$ cat src/rtl/fwd_pkg.sv
package fwd_pkg;

    // Bypass candidates, index order is priority order (lowest index wins)
    typedef enum logic [2:0] {
        CAND_EX_ALU   = 3'd0,
        CAND_MEM_LOAD = 3'd1,
        CAND_MEM_ALU  = 3'd2,
        CAND_WB_LOAD  = 3'd3,
        CAND_WB_ALU   = 3'd4
    } cand_e;

    localparam int NUM_CAND = 5;

endpackage

$ cat src/rtl/fwd_match.sv
// Compares one source ID against one in-flight destination ID.
module fwd_match #(
    parameter int          ID_W    = 4,
    parameter logic [3:0]  NONE_ID = 4'hF
) (
    input  logic [ID_W-1:0] src_id,
    input  logic [ID_W-1:0] dst_id,
    output logic            hit
);
    localparam logic [ID_W-1:0] NONE_W = ID_W'(NONE_ID);

    always_comb begin
        hit = (src_id != NONE_W) && (dst_id != NONE_W) && (src_id == dst_id);
    end
endmodule

$ cat src/rtl/fwd_operand_sel.sv
// Picks one operand from the in-flight candidates or the register file.
module fwd_operand_sel
    import fwd_pkg::*;
#(
    parameter int          DATA_W  = 64,
    parameter int          ID_W    = 4,
    parameter logic [3:0]  NONE_ID = 4'hF
) (
    input  logic [ID_W-1:0]                  src_id,
    input  logic [DATA_W-1:0]                rf_val,
    input  logic [NUM_CAND-1:0][ID_W-1:0]    cand_dst,
    input  logic [NUM_CAND-1:0][DATA_W-1:0]  cand_val,
    output logic [DATA_W-1:0]                opnd
);
    localparam logic [ID_W-1:0] NONE_W = ID_W'(NONE_ID);

    typedef struct packed {
        logic              hit;
        logic [DATA_W-1:0] val;
    } pick_t;

    logic [NUM_CAND-1:0] cand_hit;
    pick_t               pick_d;

    for (genvar g = 0; g < NUM_CAND; g++) begin : g_match
        fwd_match #(
            .ID_W    (ID_W),
            .NONE_ID (NONE_ID)
        ) u_match (
            .src_id (src_id),
            .dst_id (cand_dst[g]),
            .hit    (cand_hit[g])
        );
    end

    // Walk from lowest to highest priority so the nearest producer overrides.
    always_comb begin
        pick_d = '0;
        for (int i = NUM_CAND - 1; i >= 0; i--) begin
            if (cand_hit[i]) begin
                pick_d.hit = 1'b1;
                pick_d.val = cand_val[i];
            end
        end
        opnd = pick_d.hit ? pick_d.val : rf_val;
    end

    // Port-level checks beside the selection logic
    always_comb begin
        logic any_eq;
        logic all_none;
        any_eq   = 1'b0;
        all_none = 1'b1;
        for (int k = 0; k < NUM_CAND; k++) begin
            if (cand_dst[k] == src_id) any_eq = 1'b1;
            if (cand_dst[k] != NONE_W) all_none = 1'b0;
        end
        if (src_id == NONE_W) begin
            assert_none_src_reads_rf_R7: assert (opnd == rf_val)
                else $error("R7: source 0xF did not take register file data");
        end
        if (src_id != NONE_W && cand_dst[int'(CAND_EX_ALU)] == src_id) begin
            assert_exec_alu_first_R1: assert (opnd == cand_val[int'(CAND_EX_ALU)])
                else $error("R1: Execute ALU result not chosen");
        end
        if (!any_eq) begin
            assert_no_match_reads_rf_R6: assert (opnd == rf_val)
                else $error("R6: operand not from register file without match");
        end
        if (all_none) begin
            assert_none_dst_ignored_R8: assert (opnd == rf_val)
                else $error("R8: destination 0xF acted as a producer");
        end
    end
endmodule

$ cat src/rtl/fwd_decode_bypass.sv
// Decode-stage two-operand bypass selector.
module fwd_decode_bypass
    import fwd_pkg::*;
#(
    parameter int          DATA_W  = 64,
    parameter int          ID_W    = 4,
    parameter logic [3:0]  NONE_ID = 4'hF
) (
    input  logic [ID_W-1:0]   src_a_id,
    input  logic [ID_W-1:0]   src_b_id,
    input  logic [DATA_W-1:0] rf_a_val,
    input  logic [DATA_W-1:0] rf_b_val,
    input  logic [ID_W-1:0]   ex_alu_dst,
    input  logic [DATA_W-1:0] ex_alu_val,
    input  logic [ID_W-1:0]   mem_load_dst,
    input  logic [DATA_W-1:0] mem_load_val,
    input  logic [ID_W-1:0]   mem_alu_dst,
    input  logic [DATA_W-1:0] mem_alu_val,
    input  logic [ID_W-1:0]   wb_load_dst,
    input  logic [DATA_W-1:0] wb_load_val,
    input  logic [ID_W-1:0]   wb_alu_dst,
    input  logic [DATA_W-1:0] wb_alu_val,
    output logic [DATA_W-1:0] opnd_a,
    output logic [DATA_W-1:0] opnd_b
);
    localparam int NUM_PORTS = 2;

    logic [NUM_CAND-1:0][ID_W-1:0]   cand_dst;
    logic [NUM_CAND-1:0][DATA_W-1:0] cand_val;
    logic [NUM_PORTS-1:0][ID_W-1:0]   port_src;
    logic [NUM_PORTS-1:0][DATA_W-1:0] port_rf;
    logic [NUM_PORTS-1:0][DATA_W-1:0] port_opnd;

    always_comb begin
        cand_dst[int'(CAND_EX_ALU)]   = ex_alu_dst;
        cand_val[int'(CAND_EX_ALU)]   = ex_alu_val;
        cand_dst[int'(CAND_MEM_LOAD)] = mem_load_dst;
        cand_val[int'(CAND_MEM_LOAD)] = mem_load_val;
        cand_dst[int'(CAND_MEM_ALU)]  = mem_alu_dst;
        cand_val[int'(CAND_MEM_ALU)]  = mem_alu_val;
        cand_dst[int'(CAND_WB_LOAD)]  = wb_load_dst;
        cand_val[int'(CAND_WB_LOAD)]  = wb_load_val;
        cand_dst[int'(CAND_WB_ALU)]   = wb_alu_dst;
        cand_val[int'(CAND_WB_ALU)]   = wb_alu_val;
        port_src[0] = src_a_id;
        port_src[1] = src_b_id;
        port_rf[0]  = rf_a_val;
        port_rf[1]  = rf_b_val;
    end

    for (genvar p = 0; p < NUM_PORTS; p++) begin : g_port
        fwd_operand_sel #(
            .DATA_W  (DATA_W),
            .ID_W    (ID_W),
            .NONE_ID (NONE_ID)
        ) u_sel (
            .src_id   (port_src[p]),
            .rf_val   (port_rf[p]),
            .cand_dst (cand_dst),
            .cand_val (cand_val),
            .opnd     (port_opnd[p])
        );
    end

    assign opnd_a = port_opnd[0];
    assign opnd_b = port_opnd[1];
endmodule

$ cat config.mk
export PLATFORM = sky130hd
export DESIGN_NAME = fwd_decode_bypass
export DESIGN_NICKNAME = d
export VERILOG_FILES = /design/src/rtl/fwd_pkg.sv /design/src/rtl/fwd_match.sv /design/src/rtl/fwd_operand_sel.sv /design/src/rtl/fwd_decode_bypass.sv
export SDC_FILE = /design/constraint.sdc
export NUM_CORES = 1
export LEC_CHECK = 0
export BUFFER_PORTS_ARGS = -buffer_cell sky130_fd_sc_hd__buf_2
export CORE_AREA = 2 2 237 239
export DETAILED_ROUTE_END_ITERATION = 10
export DIE_AREA = 0 0 239 241
export GPL_TIMING_DRIVEN = 0
export PLACE_DENSITY = 0.46
export SLEW_MARGIN = 20
export SYNTH_ARGS = -nofsm -noshare
export SYNTH_HDL_FRONTEND = slang
export SYNTH_SLANG_ARGS = --single-unit
$ cat constraint.sdc
create_clock -name vclk -period 3
set_clock_uncertainty 0.05 [all_clocks]
set_input_delay 0.45 -clock vclk [all_inputs]
set_output_delay 0.45 -clock vclk [all_outputs]
set_load 0.03 [all_outputs]
==> results.sh, run 1 <==
export IMPL_maxCapViolCount=0
export IMPL_crit_family="buffers and inverters"
export IMPL_switching_share_pct=59.4
export IMPL_violations="setup timing"
export IMPL_syn_area_per_cell_sq_um=6.39
export IMPL_p_per_area_nw_per_um2=320
export IMPL_finalMaxSlewViolations=0
export IMPL_core_area_sq_um=54900
export IMPL_max_clock_freq_ghz=0.325
export IMPL_finalCritPeriodShare_pct=103
export IMPL_critPathMaxFanout=10
export IMPL_ant_nets=0
export IMPL_setup_viol=20
export IMPL_grtUsageMet1_pct=23.6
export IMPL_final_net_count=2161
export IMPL_detail_route_first_pass_iterations=7
export IMPL_worstMarginPinSlew_ns=0.753
export IMPL_grt_max_degree=11
export IMPL_arrival_ns=2.58
export IMPL_grt_pass1_wl_mm=86.3
export IMPL_gp_congestion=0.951
export IMPL_critical_path_class="primary input to primary output"
export IMPL_outcome="finished with violations"
export IMPL_drive_gt1_share_pct=55.4
export IMPL_clkPwrFrac_pct=0
export IMPL_seq_power_share_pct=0
export IMPL_wl_per_cell_um=27.3
export IMPL_fp_row_count=86
export IMPL_grt_antenna_before_repair=7
export IMPL_p_leak_nw=5.74
export IMPL_seq_area_frac_synth_pct=0
export IMPL_critPathBufInv=7
export IMPL_vdd_drop_max_uv=177
export IMPL_seq_cells=0
export IMPL_p_switching_w=0.00249
export IMPL_routed_wl_mm=65.3
export IMPL_port_buffers=596
export IMPL_critical_path_slowest_cell="or4_4"
export IMPL_synth_area_sq_um=6710
export IMPL_design_die_area_sq_um=57600
export IMPL_final_hold_viol_count=0
export IMPL_grt_pass1_vias=12300
export IMPL_drtIter0Drc=889
export IMPL_path_cells="buf_12 -> and4_4 -> nor4_4 -> buf_4 -> buf_12 -> buf_8 -> or4_4 -> buf_12 -> buf_12 -> a31oi_4 -> buf_6"
export IMPL_grt_util_met2_pct=38.7
export IMPL_ys_types=46
export IMPL_final_setup_worst_slack_ns=-0.0791
export IMPL_synth_top_area_share_pct=11.2
export IMPL_seq_area_sq_um=0
export IMPL_hold_buffers=0
export IMPL_internal_power_w=0.00170
export IMPL_worst_path_most_repeated_cell="buf_12"
export IMPL_rsz0062_at_grt="true"
export IMPL_layout_common_cells="buf_2 (497), nand2_1 (186), nor2_1 (173)"
export IMPL_post_route_drc_count=0
export IMPL_final_common_cell="buf_2"
export IMPL_max_stage_delay_ns=0.49
export IMPL_postLayoutCoreUtil_pct=23.8
export IMPL_synth_warnings=0
export IMPL_via_count=12200
export IMPL_met3_usage_pct=3.20
export IMPL_hold_class="primary input to primary output"
export IMPL_critPathRequiredTime_ns=2.50
export IMPL_vias_per_cell=5.11
export IMPL_fp_dieH_um=241
export IMPL_synth_top_area_cell="nor2_1"
export IMPL_grt_overflow=0
export IMPL_power_frac_comb_pct=100.0
export IMPL_grt_busiest_layer="met2"
export IMPL_syn_instance_count=1050
export IMPL_synth_top_cells_by_area="nor2_1 (11%), nand2_1 (11%), a221o_1 (9.4%)"
export IMPL_end_kind="primary output"
export IMPL_initial_utilization_pct=12.2
export IMPL_syn2layout_area_growth_pct=94.6
export IMPL_die_w_um=239
export IMPL_post_dp_hpwl_mm=50.8
export IMPL_n_clock_buffer=0
export IMPL_power_w=0.00418
export IMPL_period_needed_ns=3.08
export IMPL_grt_usage_pct=20.6
export IMPL_ios=604
export IMPL_slew_headroom_pct=49.8
export IMPL_synth_nets=1526
export IMPL_worstSetupStartpointType="primary input"
## repair_timing
action                                  4_1_cts  5_1_grt
resized for setup                           349      246
cloned                                        1        5
endpoints found under the setup margin      128      122
pin swaps                                    14       45
buffers inserted                             23        7
## final timing paths
check                    end  depth (start not counted)    startpoint  slack [ns]
setup / recovery  opnd_b[42]                         11   src_b_id[3]       -0.08
hold / removal    opnd_a[11]                          4  rf_a_val[11]        1.15
## area by class of cell
cell class | count | area, sq um
antenna | 4 | 10.0
buffer | 126 | 1490
fill | 6206 | 41800
inverter | 2 | 7.51
multi-input combinational | 921 | 6800
tap | 704 | 881
timing repair buffer | 634 | 3880
## Yosys cell counts, drive strengths merged
master / n
o22ai: 1
nand4: 11
nand3: 31
clkbuf: 69
o211a: 1
nor4b: 1
nor2: 202
o21a: 2
a31oi: 32
and4: 3
dlygate4sd1: 8
or2: 1
o21ai: 128
nand2: 195
buf: 50
a21boi: 1
or4: 1
and2: 1
xnor2: 19
a221o: 63
nor3: 5
nor3b: 1
o311a: 62
a221oi: 99
or3: 1
inv: 2
a211oi: 1
nand2b: 1
and3: 2
o211ai: 1
nor4: 3
a211o: 29
xor2: 19
o22a: 1
o2bb2ai: 1
a2bb2oi: 2
## logic make-up after synthesis
kind of cell           after synthesis  synth area share [%]
buffers and inverters              129                  13.5
XOR/XNOR                            38                  4.96
AND/OR/NAND/NOR                    459                  28.2
AO/OA/AOI/OAI                      424                  53.3
## routing by layer
| metal | part of all wire, % | vias up |
|---|---|---|
| li1 | - | 5350 |
| met2 | 51 | 773 |
| met3 | 7.4 | 118 |
| met5 | 0.047 | - |
| met1 | 38 | 5964 |
| met4 | 3.7 | 6 |
## power groups by stage
stage	Clock (W)	Sequential [W]	Combinational (W)
after global routing	0.0000000000891	0	0.00437
after floorplan	0	0	0.00188
after global placement	0	0	0.00325
final	0.000000000179	0	0.00418
after CTS	0	0	0.00383
after detailed placement	0	0	0.00326
## through the flow
stage	setup slack (ns)	area, sq um	hold slack, ns	TNS [ns]	instances
finish	-0.0791	13100	1.15	-0.758	2391
global route	-0.105	13100	1.18	-4.09	2389
CTS	-0.0507	12200	1.20	-0.274	2376
detailed placement	-1.37	10600	1.20	-94.69	2353
global placement	-1.72	10600	1.20	-127.96	2350
floorplan	0.0120	6710	1.06	0	1050
No activity file was read; power rests on OpenSTA's default activity.
==> inputs of run 2 (changes only) <==
Settings changed: MAX_ROUTING_LAYER from default to met4.
Clock period 3 ns to 2.9 ns, I/O delays scaled along.
==> run 2 against run 1 <==
Compared with the run above: the run still ends with setup timing left; global-route usage increased by 1.2 points; wire length increased by 4.0%; non-clock buffer count increased by 39; via count increased by 2.7%; sequential share of layout area unchanged; die area unchanged; final cell count increased by 1.7%; critical path type unchanged.
==> results.sh, run 2 (synthesis results as in run 1) <==
export IMPL_critical_path_class="primary input to primary output"
export IMPL_drive_gt1_share_pct=62.0
export IMPL_critPathBufInv=5
export IMPL_grt_overflow=0
export IMPL_violations="setup timing"
export IMPL_worst_path_most_repeated_cell="buf_12"
export IMPL_worstSetupStartpointType="primary input"
export IMPL_p_leak_nw=6.35
export IMPL_layout_common_cells="buf_2 (471), nor2_1 (177), nand2_1 (145)"
export IMPL_syn2layout_area_growth_pct=118
export IMPL_finalMaxSlewViolations=0
export IMPL_finalCritPeriodShare_pct=104
export IMPL_postLayoutCoreUtil_pct=26.6
export IMPL_post_dp_cell_area_sq_um=10600
export IMPL_hold_buffers=0
export IMPL_fillers=6070
export IMPL_core_area_sq_um=54900
export IMPL_ios=604
export IMPL_power_frac_comb_pct=100.0
export IMPL_ant_nets=0
export IMPL_vdd_drop_max_uv=190
export IMPL_critPathMaxFanout=8
export IMPL_path_cells="buf_12 -> o211ai_1 -> and3_1 -> o21a_1 -> buf_6 -> or4_4 -> buf_12 -> buf_12 -> a31oi_4 -> buf_6"
export IMPL_vias_per_cell=5.15
export IMPL_post_route_drc_count=0
export IMPL_max_stage_delay_ns=0.55
export IMPL_seq_cells=0
export IMPL_clkPwrFrac_pct=0
export IMPL_period_needed_ns=3.02
export IMPL_final_setup_worst_slack_ns=-0.121
export IMPL_rsz0062_at_grt="true"
export IMPL_seq_area_sq_um=0
export IMPL_setup_viol=54
export IMPL_arrival_ns=2.54
export IMPL_routed_wl_mm=68.0
export IMPL_initial_utilization_pct=12.2
export IMPL_detail_route_first_pass_iterations=6
export IMPL_critPathRequiredTime_ns=2.41
export IMPL_grt_pass1_vias=12600
export IMPL_final_common_cell="buf_2"
export IMPL_final_net_count=2200
export IMPL_maxCapViolCount=0
export IMPL_switching_share_pct=56.9
export IMPL_max_clock_freq_ghz=0.331
export IMPL_internal_power_w=0.00210
export IMPL_design_die_area_sq_um=57600
export IMPL_hold_depth=4
export IMPL_cp_depth=10
export IMPL_end_kind="primary output"
export IMPL_final_hold_viol_count=0
export IMPL_die_w_um=239
export IMPL_crit_start="src_b_id[0]"
export IMPL_seq_power_share_pct=0
export IMPL_n_clock_buffer=0
export IMPL_fp_dieH_um=241
export IMPL_critical_path_slowest_cell="or4_4"
export IMPL_p_per_area_nw_per_um2=333
export IMPL_hold_class="primary input to primary output"
export IMPL_drtIter0Drc=960
export IMPL_wl_per_cell_um=27.9
export IMPL_port_buffers=596
export IMPL_outcome="finished with violations"
export IMPL_worstMarginPinSlew_ns=0.733
export IMPL_grt_antenna_before_repair=6
export IMPL_grt_pass1_wl_mm=88.7
export IMPL_min_from="rf_a_val[6]"
export IMPL_setup_tns_ns=-1.36
export IMPL_via_count=12500
export IMPL_hold_slack_ns=1.12
export IMPL_p_switching_w=0.00277
export IMPL_crit_family="buffers and inverters"
export IMPL_post_dp_hpwl_mm=51.0
export IMPL_grt_max_degree=11
export IMPL_gp_congestion=0.973
export IMPL_slew_headroom_pct=51.1
export IMPL_fp_row_count=86
export IMPL_grt_usage_pct=21.8
export IMPL_final_cell_area_sq_um=14600
[run 2: changes by cell type in the layout (fill, tap and decap cells not counted), moves of 9 or more]
cell	previous run	this run
buf_2	497	471
buf_12	27	44
buf_6	59	92
a221oi_1	33	14
nand2_4	1	13
o21ai_1	85	51
nand2_2	8	36
buf_4	89	100
a31oi_4	23	14
a221oi_4	1	17
nand2_1	186	145
clkbuf_16	9	19
o21ai_2	26	57
buf_8	8	17
[run 2: through the flow]
step           setup slack, ns  std cells  total power, W
3_3_place_gp             -1.77       2350         0.00336
5_1_grt                 -0.149       2431         0.00506
6_report                -0.121       2432         0.00486
3_5_place_dp             -1.44       2354         0.00338
4_1_cts                 -0.120       2393         0.00421
2_1_floorplan          -0.0580       1050         0.00194
[run 2: final cells by class]
class                           instances  area (sq um)  share of cell area [%]
Antenna cell                            6          15.0                   0.103
Timing Repair Buffer                  680          4790                    32.8
Inverter                                2          7.51                  0.0514
Multi-Input combinational cell        921          7330                    50.1
Tap cell                              704           881                    6.03
Buffer                                119          1600                    10.9
[run 2: final timing paths]
| kind | end | slack, ns |
|---|---|---|
| max | opnd_b[46] | -0.12 |
| min | opnd_a[6] | 1.12 |
[run 2: metal layers]
layer,routed length [um],vias to the layer above,GRT usage (%)
li1,-,5446,-
met1,26400,6140,25.2
met2,33700,809,39.0
met3,4800,140,2.76
met4,3030,0,7.29
met5,0,-,-
[run 2: timing repair]
action | in CTS | in global routing
hold endpoints to repair | 0 | 0
setup buffers | 36 | 27
cloned | 8 | 12
resized for setup | 476 | 364
pin swaps | 56 | 148
setup endpoints to repair | 128 | 127
[run 2: power by group through the flow]
stage	combinational, W	sequential [W]	clock (W)
floorplan	0.00194	0	0
global placement	0.00336	0	0
detailed placement	0.00338	0	0
CTS	0.00421	0	0
global route	0.00506	0	0.000000000232
finish	0.00486	0	0.000000000233
==> inputs of run 3 (changes only) <==
Settings changed: CORE_AREA 2 2 237 239 to 2 2 236 238, DIE_AREA 0 0 239 241 to 0 0 238 240.
Clock period 2.9 ns to 3.6 ns, I/O delays scaled along.
==> run 3 against run 2 <==
Compared with the run above: the run now ends clean; core utilization decreased by 6.5 points; worst hold slack improved by 0.26 ns; combinational power decreased by 43%; cell area decreased by 25%; via count decreased by 3.9%; non-clock buffer count decreased by 61; highest routed layer unchanged; setup slack improved by 0.15 ns.
==> results.sh, run 3 (synthesis results as in run 1) <==
export IMPL_fp_dieH_um=240
export IMPL_hold_buffers=0
export IMPL_hold_class="primary input to primary output"
export IMPL_clkPwrFrac_pct=0
export IMPL_power_frac_comb_pct=100.0
export IMPL_die_w_um=238
export IMPL_max_stage_delay_ns=0.48
export IMPL_detail_route_first_pass_iterations=5
export IMPL_wl_per_cell_um=26.9
export IMPL_vdd_drop_max_uv=115
export IMPL_grt_pass1_vias=12200
export IMPL_multi_input_area_sq_um=5920
export IMPL_post_dp_hpwl_mm=51.9
export IMPL_max_clock_freq_ghz=0.280
export IMPL_end_kind="primary output"
export IMPL_grt_pass1_wl_mm=85.7
export IMPL_finalMaxSlewViolations=0
export IMPL_grt_usage_pct=21.2
export IMPL_syn2layout_area_growth_pct=64.0
export IMPL_vias_per_cell=5.07
export IMPL_min_from="rf_a_val[46]"
export IMPL_setup_viol=0
export IMPL_seq_cells=0
export IMPL_via_count=12000
export IMPL_fp_row_count=86
export IMPL_drive_gt1_share_pct=47.0
export IMPL_internal_power_w=0.000953
export IMPL_final_cell_area_sq_um=11000
export IMPL_finalCritPeriodShare_pct=99.2
export IMPL_grt_max_degree=20
export IMPL_final_cell_count_no_fill=2376
export IMPL_initial_utilization_pct=12.3
export IMPL_p_per_area_nw_per_um2=252
export IMPL_seq_area_sq_um=0
export IMPL_p_leak_nw=5.05
export IMPL_switching_share_pct=65.7
export IMPL_final_common_cell="buf_2"
export IMPL_design_die_area_sq_um=57100
export IMPL_outcome="finished, final reports clean"
export IMPL_slew_headroom_pct=39.1
export IMPL_maxCapViolCount=0
export IMPL_post_route_drc_count=0
export IMPL_path_cells="buf_2 -> xnor2_1 -> nand4_1 -> buf_4 -> nor2_4 -> clkbuf_2 -> a221o_1 -> o21ai_0 -> a31oi_2 -> buf_2"
export IMPL_grt_antenna_before_repair=16
export IMPL_p_switching_w=0.00183
export IMPL_final_hold_viol_count=0
export IMPL_n_clock_buffer=0
export IMPL_routed_wl_mm=63.8
export IMPL_port_buffers=596
export IMPL_critPathBufInv=4
export IMPL_fillers=6371
export IMPL_critical_path_slowest_cell="clkbuf_2"
export IMPL_placed_cells=2354
export IMPL_final_net_count=2139
export IMPL_critPathRequiredTime_ns=3.01
export IMPL_crit_family="buffers and inverters"
export IMPL_ios=604
export IMPL_crit_start="src_b_id[1]"
export IMPL_critPathMaxFanout=10
export IMPL_worstMarginPinSlew_ns=0.914
export IMPL_power_w=0.00278
export IMPL_arrival_ns=2.98
export IMPL_core_area_sq_um=54700
export IMPL_seq_power_share_pct=0
export IMPL_ant_nets=0
export IMPL_period_needed_ns=3.57
export IMPL_post_dp_cell_area_sq_um=10600
export IMPL_postLayoutCoreUtil_pct=20.1
export IMPL_worst_path_most_repeated_cell="buf_2"
export IMPL_grt_overflow=0
export IMPL_layout_common_cells="buf_2 (611), nor2_1 (198), nand2_1 (194)"
export IMPL_gp_congestion=0.938
export IMPL_critical_path_class="primary input to primary output"
export IMPL_setup_tns_ns=0
export IMPL_rsz0062_at_grt="false"
export IMPL_drtIter0Drc=993
export IMPL_worstSetupStartpointType="primary input"
-- run 3: cell count changes in the layout (fill, tap and decap cells not counted), moves of 42 or more --
| cell | before | now |
|---|---|---|
| a221oi_1 | 14 | 56 |
| buf_2 | 471 | 611 |
| buf_4 | 100 | 22 |
| buf_6 | 92 | 18 |
| nand2_1 | 145 | 194 |
| o21ai_2 | 57 | 2 |
-- run 3: per-layer routing --
metal,part of all wire (%),up-vias,track usage (%)
met5,0,-,-
met4,3.7,0,6.86
met3,8.3,138,3.30
met2,50,836,37.7
met1,38,5767,24.3
li1,-,5308,-
-- run 3: what timing repair did --
| item | in CTS | in global routing |
|---|---|---|
| pin swaps | 7 | 1 |
| setup buffers | 12 | 2 |
| endpoints found under the setup margin | 128 | 85 |
| resized for setup | 51 | 29 |
-- run 3: final timing paths --
path	to	slack, ns	cells after the start
worst max-delay path	opnd_b[14]	0.03	10
worst min-delay path	opnd_a[46]	1.38	4
-- run 3: cell type report --
| cell class | count | share of cell area, % |
|---|---|---|
| inverters | 2 | 0.0682 |
| multi-input cells | 921 | 53.7 |
| well taps | 704 | 8.00 |
| repair buffers | 614 | 29.1 |
| plain buffers | 124 | 8.86 |
| diodes | 11 | 0.250 |
-- run 3: metrics by stage --
stage                     worst slack (ns)  hold slack [ns]
after detailed placement            -0.691             1.38
final                               0.0288             1.38
after global routing               0.00644             1.40
after CTS                          0.00401             1.38
after floorplan                      0.379             1.24
after global placement               -1.47             1.38
-- run 3: power by group through the flow --
| stage | Sequential [W] | Combinational (W) | Clock (W) |
|---|---|---|---|
| final | 0 | 0.00278 | 0.000000000409 |
| after detailed placement | 0 | 0.00270 | 0 |
| after global routing | 0 | 0.00293 | 0.000000000409 |
| after floorplan | 0 | 0.00156 | 0 |
| after CTS | 0 | 0.00275 | 0 |
| after global placement | 0 | 0.00269 | 0 |
